--- src/rtl/scl_pacer_pkg.sv ---
package scl_pacer_pkg;

  typedef enum logic [1:0] {
    OP_START = 2'b00,
    OP_STOP  = 2'b01,
    OP_BIT   = 2'b10,
    OP_BIT2  = 2'b11
  } pacer_op_e;

  typedef enum logic [2:0] {
    S_IDLE   = 3'd0,
    S_SETUP  = 3'd1,
    S_WAIT_HI = 3'd2,
    S_HIGH   = 3'd3,
    S_TAIL   = 3'd4
  } pacer_state_e;

endpackage

--- src/rtl/scl_pacer_sync.sv ---
module scl_pacer_sync #(
  parameter int WIDTH  = 2,
  parameter int STAGES = 2
) (
  input  logic             clk,
  input  logic             rst_n,
  input  logic [WIDTH-1:0] d,
  output logic [WIDTH-1:0] q
);
  logic [WIDTH-1:0] stage_q [STAGES];

  // Released open-drain lines read high, so each stage resets to 1.
  for (genvar g = 0; g < STAGES; g++) begin : g_stage
    always_ff @(posedge clk or negedge rst_n) begin
      if (!rst_n) begin
        stage_q[g] <= '1;
      end else if (g == 0) begin
        stage_q[g] <= d;
      end else begin
        stage_q[g] <= stage_q[(g > 0) ? g - 1 : 0];
      end
    end
  end

  assign q = stage_q[STAGES-1];
endmodule

--- src/rtl/scl_pacer_timer.sv ---
module scl_pacer_timer #(
  parameter int CNT_W = 9
) (
  input  logic             clk,
  input  logic             rst_n,
  input  logic             load,
  input  logic [CNT_W-1:0] load_val,
  input  logic             run,
  input  logic [CNT_W-1:0] limit,
  output logic             last
);
  logic [CNT_W-1:0] cnt_q;

  always_ff @(posedge clk or negedge rst_n) begin
    if (!rst_n) begin
      cnt_q <= '0;
    end else if (load) begin
      cnt_q <= load_val;
    end else if (run) begin
      cnt_q <= cnt_q + 1'b1;
    end
  end

  assign last = run && (cnt_q == limit - 1'b1);

  // a running phase never passes its length
  a_r5_cnt_in_range: assert property (@(posedge clk) disable iff (!rst_n)
    run |-> (cnt_q < limit));
endmodule

--- src/rtl/scl_pacer.sv ---
module scl_pacer
  import scl_pacer_pkg::*;
#(
  parameter int DIV_W       = 8,
  parameter int BASE_CLKS   = 8,
  parameter int SYNC_STAGES = 2
) (
  input  logic             clk,
  input  logic             rst_n,
  input  logic [DIV_W-1:0] div_val,
  input  logic             cmd_valid,
  output logic             cmd_ready,
  input  logic [1:0]       cmd_op,
  input  logic             cmd_bit,
  output logic             busy,
  output logic             rx_bit,
  output logic             scl_pull,
  output logic             sda_pull,
  input  logic             scl_in,
  input  logic             sda_in
);
  localparam int CNT_W = DIV_W + 1;

  pacer_state_e     state_q;
  pacer_op_e        op_q;
  pacer_op_e        op_in;
  logic [CNT_W-1:0] n_q;
  logic             scl_pull_q, sda_pull_q, rx_q;
  logic             scl_s, sda_s;
  logic             ph_load, ph_run, ph_last;
  logic [CNT_W-1:0] ph_load_val;

  assign op_in = pacer_op_e'(cmd_op);

  scl_pacer_sync #(.WIDTH(2), .STAGES(SYNC_STAGES)) u_sync (
    .clk   (clk),
    .rst_n (rst_n),
    .d     ({scl_in, sda_in}),
    .q     ({scl_s, sda_s})
  );

  scl_pacer_timer #(.CNT_W(CNT_W)) u_timer (
    .clk      (clk),
    .rst_n    (rst_n),
    .load     (ph_load),
    .load_val (ph_load_val),
    .run      (ph_run),
    .limit    (n_q),
    .last     (ph_last)
  );

  assign ph_run = (state_q == S_SETUP) || (state_q == S_HIGH) || (state_q == S_TAIL);

  always_comb begin
    ph_load     = 1'b0;
    ph_load_val = '0;
    unique case (state_q)
      S_IDLE: begin
        ph_load = cmd_valid;
      end
      S_WAIT_HI: begin
        // The first cycle seen high already counts as one.
        ph_load     = scl_s;
        ph_load_val = CNT_W'(1);
      end
      S_HIGH: begin
        ph_load = ph_last && ((op_q == OP_START) || (op_q == OP_STOP));
      end
      default: ;
    endcase
  end

  always_ff @(posedge clk or negedge rst_n) begin
    if (!rst_n) begin
      state_q    <= S_IDLE;
      op_q       <= OP_BIT;
      n_q        <= CNT_W'(BASE_CLKS);
      scl_pull_q <= 1'b0;
      sda_pull_q <= 1'b0;
      rx_q       <= 1'b0;
    end else begin
      unique case (state_q)
        S_IDLE: begin
          if (cmd_valid) begin
            op_q    <= op_in;
            n_q     <= CNT_W'(BASE_CLKS) + CNT_W'(div_val);
            state_q <= S_SETUP;
            unique case (op_in)
              OP_START: sda_pull_q <= 1'b0;
              OP_STOP:  sda_pull_q <= 1'b1;
              default:  sda_pull_q <= !cmd_bit;
            endcase
          end
        end
        S_SETUP: begin
          if (ph_last) begin
            scl_pull_q <= 1'b0;
            state_q    <= S_WAIT_HI;
          end
        end
        S_WAIT_HI: begin
          if (scl_s) state_q <= S_HIGH;
        end
        S_HIGH: begin
          if (ph_last) begin
            unique case (op_q)
              OP_START: begin
                sda_pull_q <= 1'b1;
                state_q    <= S_TAIL;
              end
              OP_STOP: begin
                sda_pull_q <= 1'b0;
                state_q    <= S_TAIL;
              end
              default: begin
                scl_pull_q <= 1'b1;
                rx_q       <= sda_s;
                state_q    <= S_IDLE;
              end
            endcase
          end
        end
        S_TAIL: begin
          if (ph_last) begin
            if (op_q == OP_START) scl_pull_q <= 1'b1;
            state_q <= S_IDLE;
          end
        end
        default: state_q <= S_IDLE;
      endcase
    end
  end

  assign cmd_ready = (state_q == S_IDLE);
  assign busy      = (state_q != S_IDLE);
  assign scl_pull  = scl_pull_q;
  assign sda_pull  = sda_pull_q;
  assign rx_bit    = rx_q;

  // an accepted request makes the block busy on the next cycle
  a_r2_accept_busy: assert property (@(posedge clk) disable iff (!rst_n)
    (cmd_valid && cmd_ready) |=> busy);

  // the captured divider does not move while a request is in flight
  a_r3_div_frozen: assert property (@(posedge clk) disable iff (!rst_n)
    (state_q != S_IDLE) |=> $stable(n_q));

  // while SCL is still sensed low, keep waiting with SCL released
  a_r6_wait_stretch: assert property (@(posedge clk) disable iff (!rst_n)
    (state_q == S_WAIT_HI && !scl_s) |=> (state_q == S_WAIT_HI && !scl_pull_q));

  // SDA holds still through the high phase until its final cycle
  a_r7_sda_still_high: assert property (@(posedge clk) disable iff (!rst_n)
    (state_q == S_HIGH && !ph_last) |=> $stable(sda_pull_q));
endmodule

--- config.mk ---
export PLATFORM = sky130hd
export DESIGN_NAME = scl_pacer
export DESIGN_NICKNAME = d
export VERILOG_FILES = /design/src/rtl/scl_pacer_pkg.sv /design/src/rtl/scl_pacer_sync.sv /design/src/rtl/scl_pacer_timer.sv /design/src/rtl/scl_pacer.sv
export SDC_FILE = /design/constraint.sdc
export NUM_CORES = 1
export LEC_CHECK = 0
export ABC_AREA = 1
export BUFFER_PORTS_ARGS = -buffer_cell sky130_fd_sc_hd__buf_2
export CORE_ASPECT_RATIO = 0.5
export CORE_MARGIN = 5
export CORE_UTILIZATION = 50
export DETAILED_ROUTE_END_ITERATION = 10
export PLACE_DENSITY = 0.7
export SETUP_SLACK_MARGIN = 0.5
export SYNTH_ARGS = -nofsm -noshare
export SYNTH_HDL_FRONTEND = slang
export SYNTH_HIERARCHICAL = 1
export SYNTH_SLANG_ARGS = --single-unit
--- constraint.sdc ---
create_clock -name clk -period 2.5 [get_ports clk]
set_input_delay 0.25 -clock clk [delete_from_list [all_inputs] [get_ports clk]]
set_output_delay 0.25 -clock clk [all_outputs]
set_load 0.02 [all_outputs]
==> results_dict.tcl, run 1 <==
set metrics [dict create \
    vias 1750 \
    dp_hpwl_um 3110 \
    die_y_um 53.5 \
    regArea_sq_um 761 \
    wirelength_um 4530 \
    post_synth_num_cell_types 31 \
    fmax_mhz 488 \
    critPathMaxFanout 6 \
    fin_nets 313 \
    drtIter0Drc 124 \
    dp_cells 324 \
    yosysWarnings 6 \
    p_per_area_mw_per_mm2 1130 \
    grt_pass1_vias 1684 \
    antenna_left 0 \
    synth_area_sq_mm 0.00189 \
    finalSetupTns_ns 0 \
    crit_type "flip-flop to flip-flop" \
    root_buffer "clkbuf_8" \
    dr.pass1.iters 4 \
    vias_per_cell 5.06 \
    maxSlewHeadroom_pct 55.2 \
    fp.coreArea_sq_mm 0.00353 \
    num_rows 15 \
    overflow 0 \
    wl_per_cell_um 13.1 \
    synthArstFlopShare_pct 100 \
    hold_viol 0 \
    cts_hold_buffers 0 \
    grt_start_max_net_pins 31 \
    cp.arrival_ns 2.21 \
    clock_path_buffers 2 \
    synth_edf_count 0 \
    antenna_found_initial 0 \
    final_area_sq_mm 0.00241 \
    multi_input_area_sq_mm 0.00115 \
    antennaDiodeCount 0 \
    fill_cells 306 \
    gp_congestion 0.862 \
    synth_top_area_cell "dfrtp_1" \
    drc 0 \
    status "finished clean" \
    cts-htree-levels 2 \
    synth_top_flop_cell "dfrtp_1" \
    end_kind "flip-flop" \
    worst_ep_required_time_ns 2.66 \
    drive_above_1_share_pct 32.5 \
    cp-start-kind "flip-flop" \
    min_period_ns 2.05 \
    max-vdd-ir-drop_mv 0.659 \
    maxCapViolCount 0 \
    area_delta_synth_final_pct 27.6 \
    worst_pin_slew_ns 0.671 \
    cts_tree "yes" \
    die_w_um 96.9 \
    leakagePower_nw 1.20 \
    postPlaceCellArea_sq_mm 0.00208 \
    post-route-period-util_pct 82.0 \
    clk_latency_ns 0.28 \
    yosysSeqAreaShare_pct 40.1 \
    grt_pass1_wl_um 7830 \
    synth_common_cells "nand2_1, inv_1, dfrtp_1, nand3_1, nor2_1" \
    ys_ff_latch 30 \
    synthCells 250 \
    grt_usage_pct 19.6 \
    rsz0062_at_grt "yes" \
    die-area_sq_mm 0.00518 \
    yosysMostFrequentCell "nand2_1" \
    portBuffers 20 \
    initial_utilization_pct 53.5 \
    skew_ns 0.00704 \
    clk_pin_slew_worst_paths_ns 0.06 \
    slew_violations 0 \
    clock_sinks 30 \
    hold_path.class "primary input to async pin" \
    ioPinCount 21 \
    synth_area_leaders "dfrtp_1, nand2_1, dfstp_2" \
    final-setup-viol-count 0 \
    hold_slack_ns 0.000396 \
    finalNonFillerCells 346 \
    avgSynthCellArea_sq_um 7.56 \
    netlist.area_leader.share_pct 31.8 \
    numCtsBuffers 5 \
]
## timing repair
action / CTS / global route
endpoints found under the setup margin: 9 / 13
pin swaps: 16 / 10
buffers inserted: 12 / 2
gates resized for setup: 25 / 13
## stage by stage
step | total power [mW] | worst slack, ns | utilization [%]
floorplan | 1.77 | 0.501 | -
global placement | 2.03 | 0.176 | 58.9
detailed placement | 2.03 | 0.131 | 58.9
CTS | 2.63 | 0.483 | 66.6
global route | 2.94 | 0.286 | 68.3
finish | 2.72 | 0.450 | 68.3
## final timing paths
kind / from / to / slack (ns) / cells after the start
worst max-delay path: n_q[2] / u_timer/cnt_q[3] / 0.45 / 13
worst min-delay path: rst_n / u_timer/cnt_q[7] / 0.0004 / 1
worst max register to register: n_q[2] / u_timer/cnt_q[3] / 0.45 / 13
worst min register to register: u_sync/stage_q[3] / u_sync/q[1] / 0.35 / 0
max in group asynchronous: rst_n / state_q[2] / 2.01 / 1
min in group clk: scl_in / u_sync/stage_q[3] / 0.06 / 1
## sequential cells by signal, indices dropped and copies added, names as in the netlist
name,flops
u_sync/stage_q,2
op_q,2
n_q,9
scl_pull,1
u_timer/cnt_q,9
sda_pull,1
state_q,3
u_sync/q,2
rx_bit,1
## worst max-delay path: stages (launching register included)
cell and delay [ns]:
dfrtp_1 0.44, inv_1 0.13, nand2_1 0.06, nor2_1 0.15, nand2_1 0.09, xor2_1 0.20
nand3_2 0.12, nor2_4 0.14, nand3_2 0.11, nand3_4 0.12, buf_6 0.12, nor2_4 0.05
inv_4 0.10, o221ai_2 0.10
## power by group
| part | switching [mW] | internal, mW | leakage, nW |
|---|---|---|---|
| Combinational | 0.805 | 0.581 | 0.803 |
| Sequential | 0.250 | 0.687 | 0.355 |
| Clock | 0.169 | 0.224 | 0.0455 |
## area by class of cell
cell class / count / area share [%]
inverter: 31 / 5.03
multi-input combinational: 190 / 47.6
tap: 51 / 2.65
clock buffer: 8 / 3.74
timing repair buffer: 36 / 9.44
sequential: 30 / 31.6
## cells in the final DEF, fill, tap and decap left out, types with 3 or more instances in the layout
cell type,synthesis,layout
buf_2,0,20
nand2_2,0,4
nor2_4,3,7
inv_2,0,5
nand2_1,83,78
nor2_2,1,4
dfrtp_1,24,22
buf_4,2,14
o21ai_0,12,11
nand3_1,24,18
conb_1,1,8
xnor2_1,6,6
nand3_2,4,9
o221ai_2,0,3
inv_1,29,23
o21ai_2,2,3
clkbuf_8,0,6
nand4_1,4,4
nor2_1,18,11
xor2_1,8,8
dfstp_2,6,6
## layer usage
metal / global-route usage (%) / vias up / part of all wire (%)
li1: - / 879 / -
met1: 24.6 / 819 / 48
met2: 33.8 / 46 / 46
met3: 4.61 / 6 / 5.3
met4: 6.76 / 0 / 0.93
met5: 0 / - / 0
## logic make-up after synthesis
| logic type | synth area share (%) |
|---|---|
| AOI/OAI and AO/OA | 8.81 |
| DFF | 40.1 |
| buffers and inverters | 8.74 |
| adders and majority gates | 1.99 |
| other | 0.198 |
| and+or+nand+nor | 33.6 |
| xor gates and xnor gates | 6.49 |
No activity file was read; power rests on OpenSTA's default activity.
==> run 2, diff against run 1 <==
- ABC_AREA: 1 -> 0
- clock period: 2.5 -> 2 ns (I/O delays scaled with it)
==> results_dict.tcl, run 2 <==
set metrics [dict create \
    clk_pin_slew_worst_paths_ns 0.06 \
    post_synth_num_cell_types 42 \
    finalNonFillerCells 301 \
    hold_viol 0 \
    pwr-share-seq_pct 27.1 \
    area_delta_synth_final_pct 47.8 \
    synth_xor_area_share_pct 11.0 \
    worstPathCellList "inv_2, ha_4, nor2b_4, nand3b_1, a2111oi_4, o311ai_4, nor4b_4, nand2b_1, o22a_1, nor2_4, buf_6, o21ai_1" \
    cts_tree "yes" \
    drtIter0Drc 75 \
    clock_sinks 30 \
    postPlaceCellArea_sq_mm 0.00214 \
    yosysSeqAreaShare_pct 43.3 \
    finalSetupTns_ns -9.66 \
    reg_top3 "n_q (9), u_timer/cnt_q (9), state_q (3)" \
    cts-htree-levels 2 \
    numCtsBuffers 5 \
    vias_per_cell 5.35 \
    place_ws_ns -0.577 \
    maxSlewHeadroom_pct 53.9 \
    critical_path.top_delay_family "simple AND/OR/NAND/NOR gates" \
    clock_path_buffers 2 \
    cp_num_buf_inv 2 \
    power_mw 4.03 \
    rsz0062_at_grt "yes" \
    initial_utilization_pct 51.6 \
    p_sw_share_pct 39.6 \
    synth_top_flop_cell "dfrtp_1" \
    hold_slack_ns 0.0190 \
    synth.mux.area_fraction_pct 5.64 \
    max-vdd-ir-drop_mv 0.809 \
    wirelength_um 5190 \
    num_rows 15 \
    r2r_slack_ns -0.73 \
    p_per_area_mw_per_mm2 1560 \
    cp.arrival_ns 2.87 \
    slowest_delay_ns 0.42 \
    grt_usage_pct 19.4 \
    synth_area_leaders "dfrtp_1, dfstp_2, xnor2_1" \
    layout_commonest_cell "buf_4" \
    netlist.area_leader.share_pct 34.3 \
    final_area_sq_mm 0.00259 \
    yosysWarnings 6 \
    crit_type "flip-flop to flip-flop" \
    drc 0 \
    hold_path.class "primary input to flip-flop" \
    fin_nets 268 \
    synth_top_area_cell "dfrtp_1" \
    ys_ff_latch 30 \
    finalCoreUtilization_pct 76.2 \
    min_period_ns 2.73 \
    die_w_um 93.7 \
    grt_start_max_net_pins 31 \
    die_y_um 51.9 \
    layout_common_cells "buf_4, dfrtp_1, buf_2, nand2_1, o21ai_1" \
    gp_congestion 0.819 \
    overflow 0 \
    synthSimpleGateAreaFrac_pct 20.1 \
    synth_compound_area_share_pct 12.2 \
    power_frac_comb_pct 58.2 \
    final-setup-viol-count 15 \
    ioPinCount 21 \
    fmax_mhz 367 \
    cp-start-kind "flip-flop" \
    fill_cells 204 \
    power_frac_clock_pct 14.7 \
    critPathMaxFanout 8 \
    end_kind "flip-flop" \
    status "finished with violations" \
    worst_ep_required_time_ns 2.15 \
    synth_common_cells "dfrtp_1, nand2_1, xnor2_1" \
    power.switching_mw 1.60 \
    worst_pin_slew_ns 0.691 \
    portBuffers 20 \
    synth_edf_count 0 \
    die-area_sq_mm 0.00486 \
    post-route-period-util_pct 136 \
    vias 1610 \
    synthCells 178 \
    maxCapViolCount 0 \
    skew_ns 0.00828 \
    drive_above_1_share_pct 46.8 \
    dr.pass1.iters 4 \
    wl_per_cell_um 17.2 \
    grt_pass1_vias 1609 \
    synth_fa_ha_area_share_pct 2.14 \
    violations "setup timing" \
    avgSynthCellArea_sq_um 9.85 \
    slew_violations 0 \
    synthArstFlopShare_pct 100 \
    grt_pass1_wl_um 7150 \
    yosysMostFrequentCell "dfrtp_1" \
    antenna_left 0 \
    leakagePower_nw 1.16 \
    synth_area_sq_mm 0.00175 \
    fp.coreArea_sq_mm 0.00340 \
    root_buffer "clkbuf_8" \
    p_int_mw 2.43 \
    antenna_found_initial 0 \
    dp_cells 276 \
    synth_top_family_by_area "simple AND/OR/NAND/NOR gates" \
    antennaDiodeCount 0 \
    dp_hpwl_um 2700 \
    clk_latency_ns 0.28 \
    setup_ws_ns -0.725 \
    cpMaxStageDelayCell "dfrtp_1" \
]
[run 2: area by class of cell]
type | instances | area (sq um) | area share, %
tap | 51 | 63.8 | 2.46
timing repair buffer | 68 | 526 | 20.3
sequential | 30 | 758 | 29.3
inverter | 6 | 22.5 | 0.870
clock buffer | 7 | 76.3 | 2.95
clock inverter | 1 | 30.0 | 1.16
multi-input combinational | 138 | 1110 | 43.0
[run 2: per-layer routing]
layer  up-vias  track usage, %  share of wire, %
met2        49            35.1                52
met4         0            8.87               2.5
met5         -               0                 0
met3        12            5.20               5.2
li1        749               -                 -
met1       800            21.6                40
[run 2: path summary, 6_finish.rpt]
check / startpoint / endpoint / depth (start not counted)
max: n_q[0] / u_timer/cnt_q[4] / 12
min: sda_in / u_sync/stage_q[2] / 1
max reg2reg: n_q[0] / u_timer/cnt_q[4] / 12
min reg2reg: u_sync/stage_q[2] / u_sync/q[0] / 0
max in group asynchronous: rst_n / u_timer/cnt_q[7] / 2
min in group asynchronous: rst_n / n_q[2] / 2
[run 2: worst reg2reg max path: stages (launching register included)]
cell	delay, ns
dfrtp_1	0.42
inv_2	0.09
ha_4	0.13
nor2b_4	0.15
nand3b_1	0.14
a2111oi_4	0.39
o311ai_4	0.18
nor4b_4	0.33
nand2b_1	0.14
o22a_1	0.24
nor2_4	0.14
buf_6	0.15
o21ai_1	0.10
[run 2: power by group through the flow]
stage	sequential (mW)	combinational, mW	clock, mW
floorplan	1.10	1.11	0
global placement	1.06	1.73	0
detailed placement	1.07	1.78	0
CTS	1.06	1.96	0.603
global route	1.11	2.50	0.638
finish	1.09	2.35	0.594
[run 2: repair_timing]
action / 4_1_cts / 5_1_grt
resized for setup: 19 / 38
pin swaps: 9 / 11
setup buffers: 7 / 8
setup endpoints to repair: 27 / 28
hold buffers: 1 / 0
gates cloned: 0 / 1
hold endpoints to repair: 24 / 0
[run 2: logic make-up (layout without fill, tap and decap cells)]
| family | after synthesis | count (layout) |
|---|---|---|
| DFF | 30 | 30 |
| other | 1 | 8 |
| adders and majority gates | 3 | 3 |
| AOI/OAI and AO/OA | 34 | 34 |
| xor gates and xnor gates | 22 | 22 |
| and+or+nand+nor | 62 | 62 |
| muxes | 9 | 9 |
| buffers and inverters | 17 | 82 |
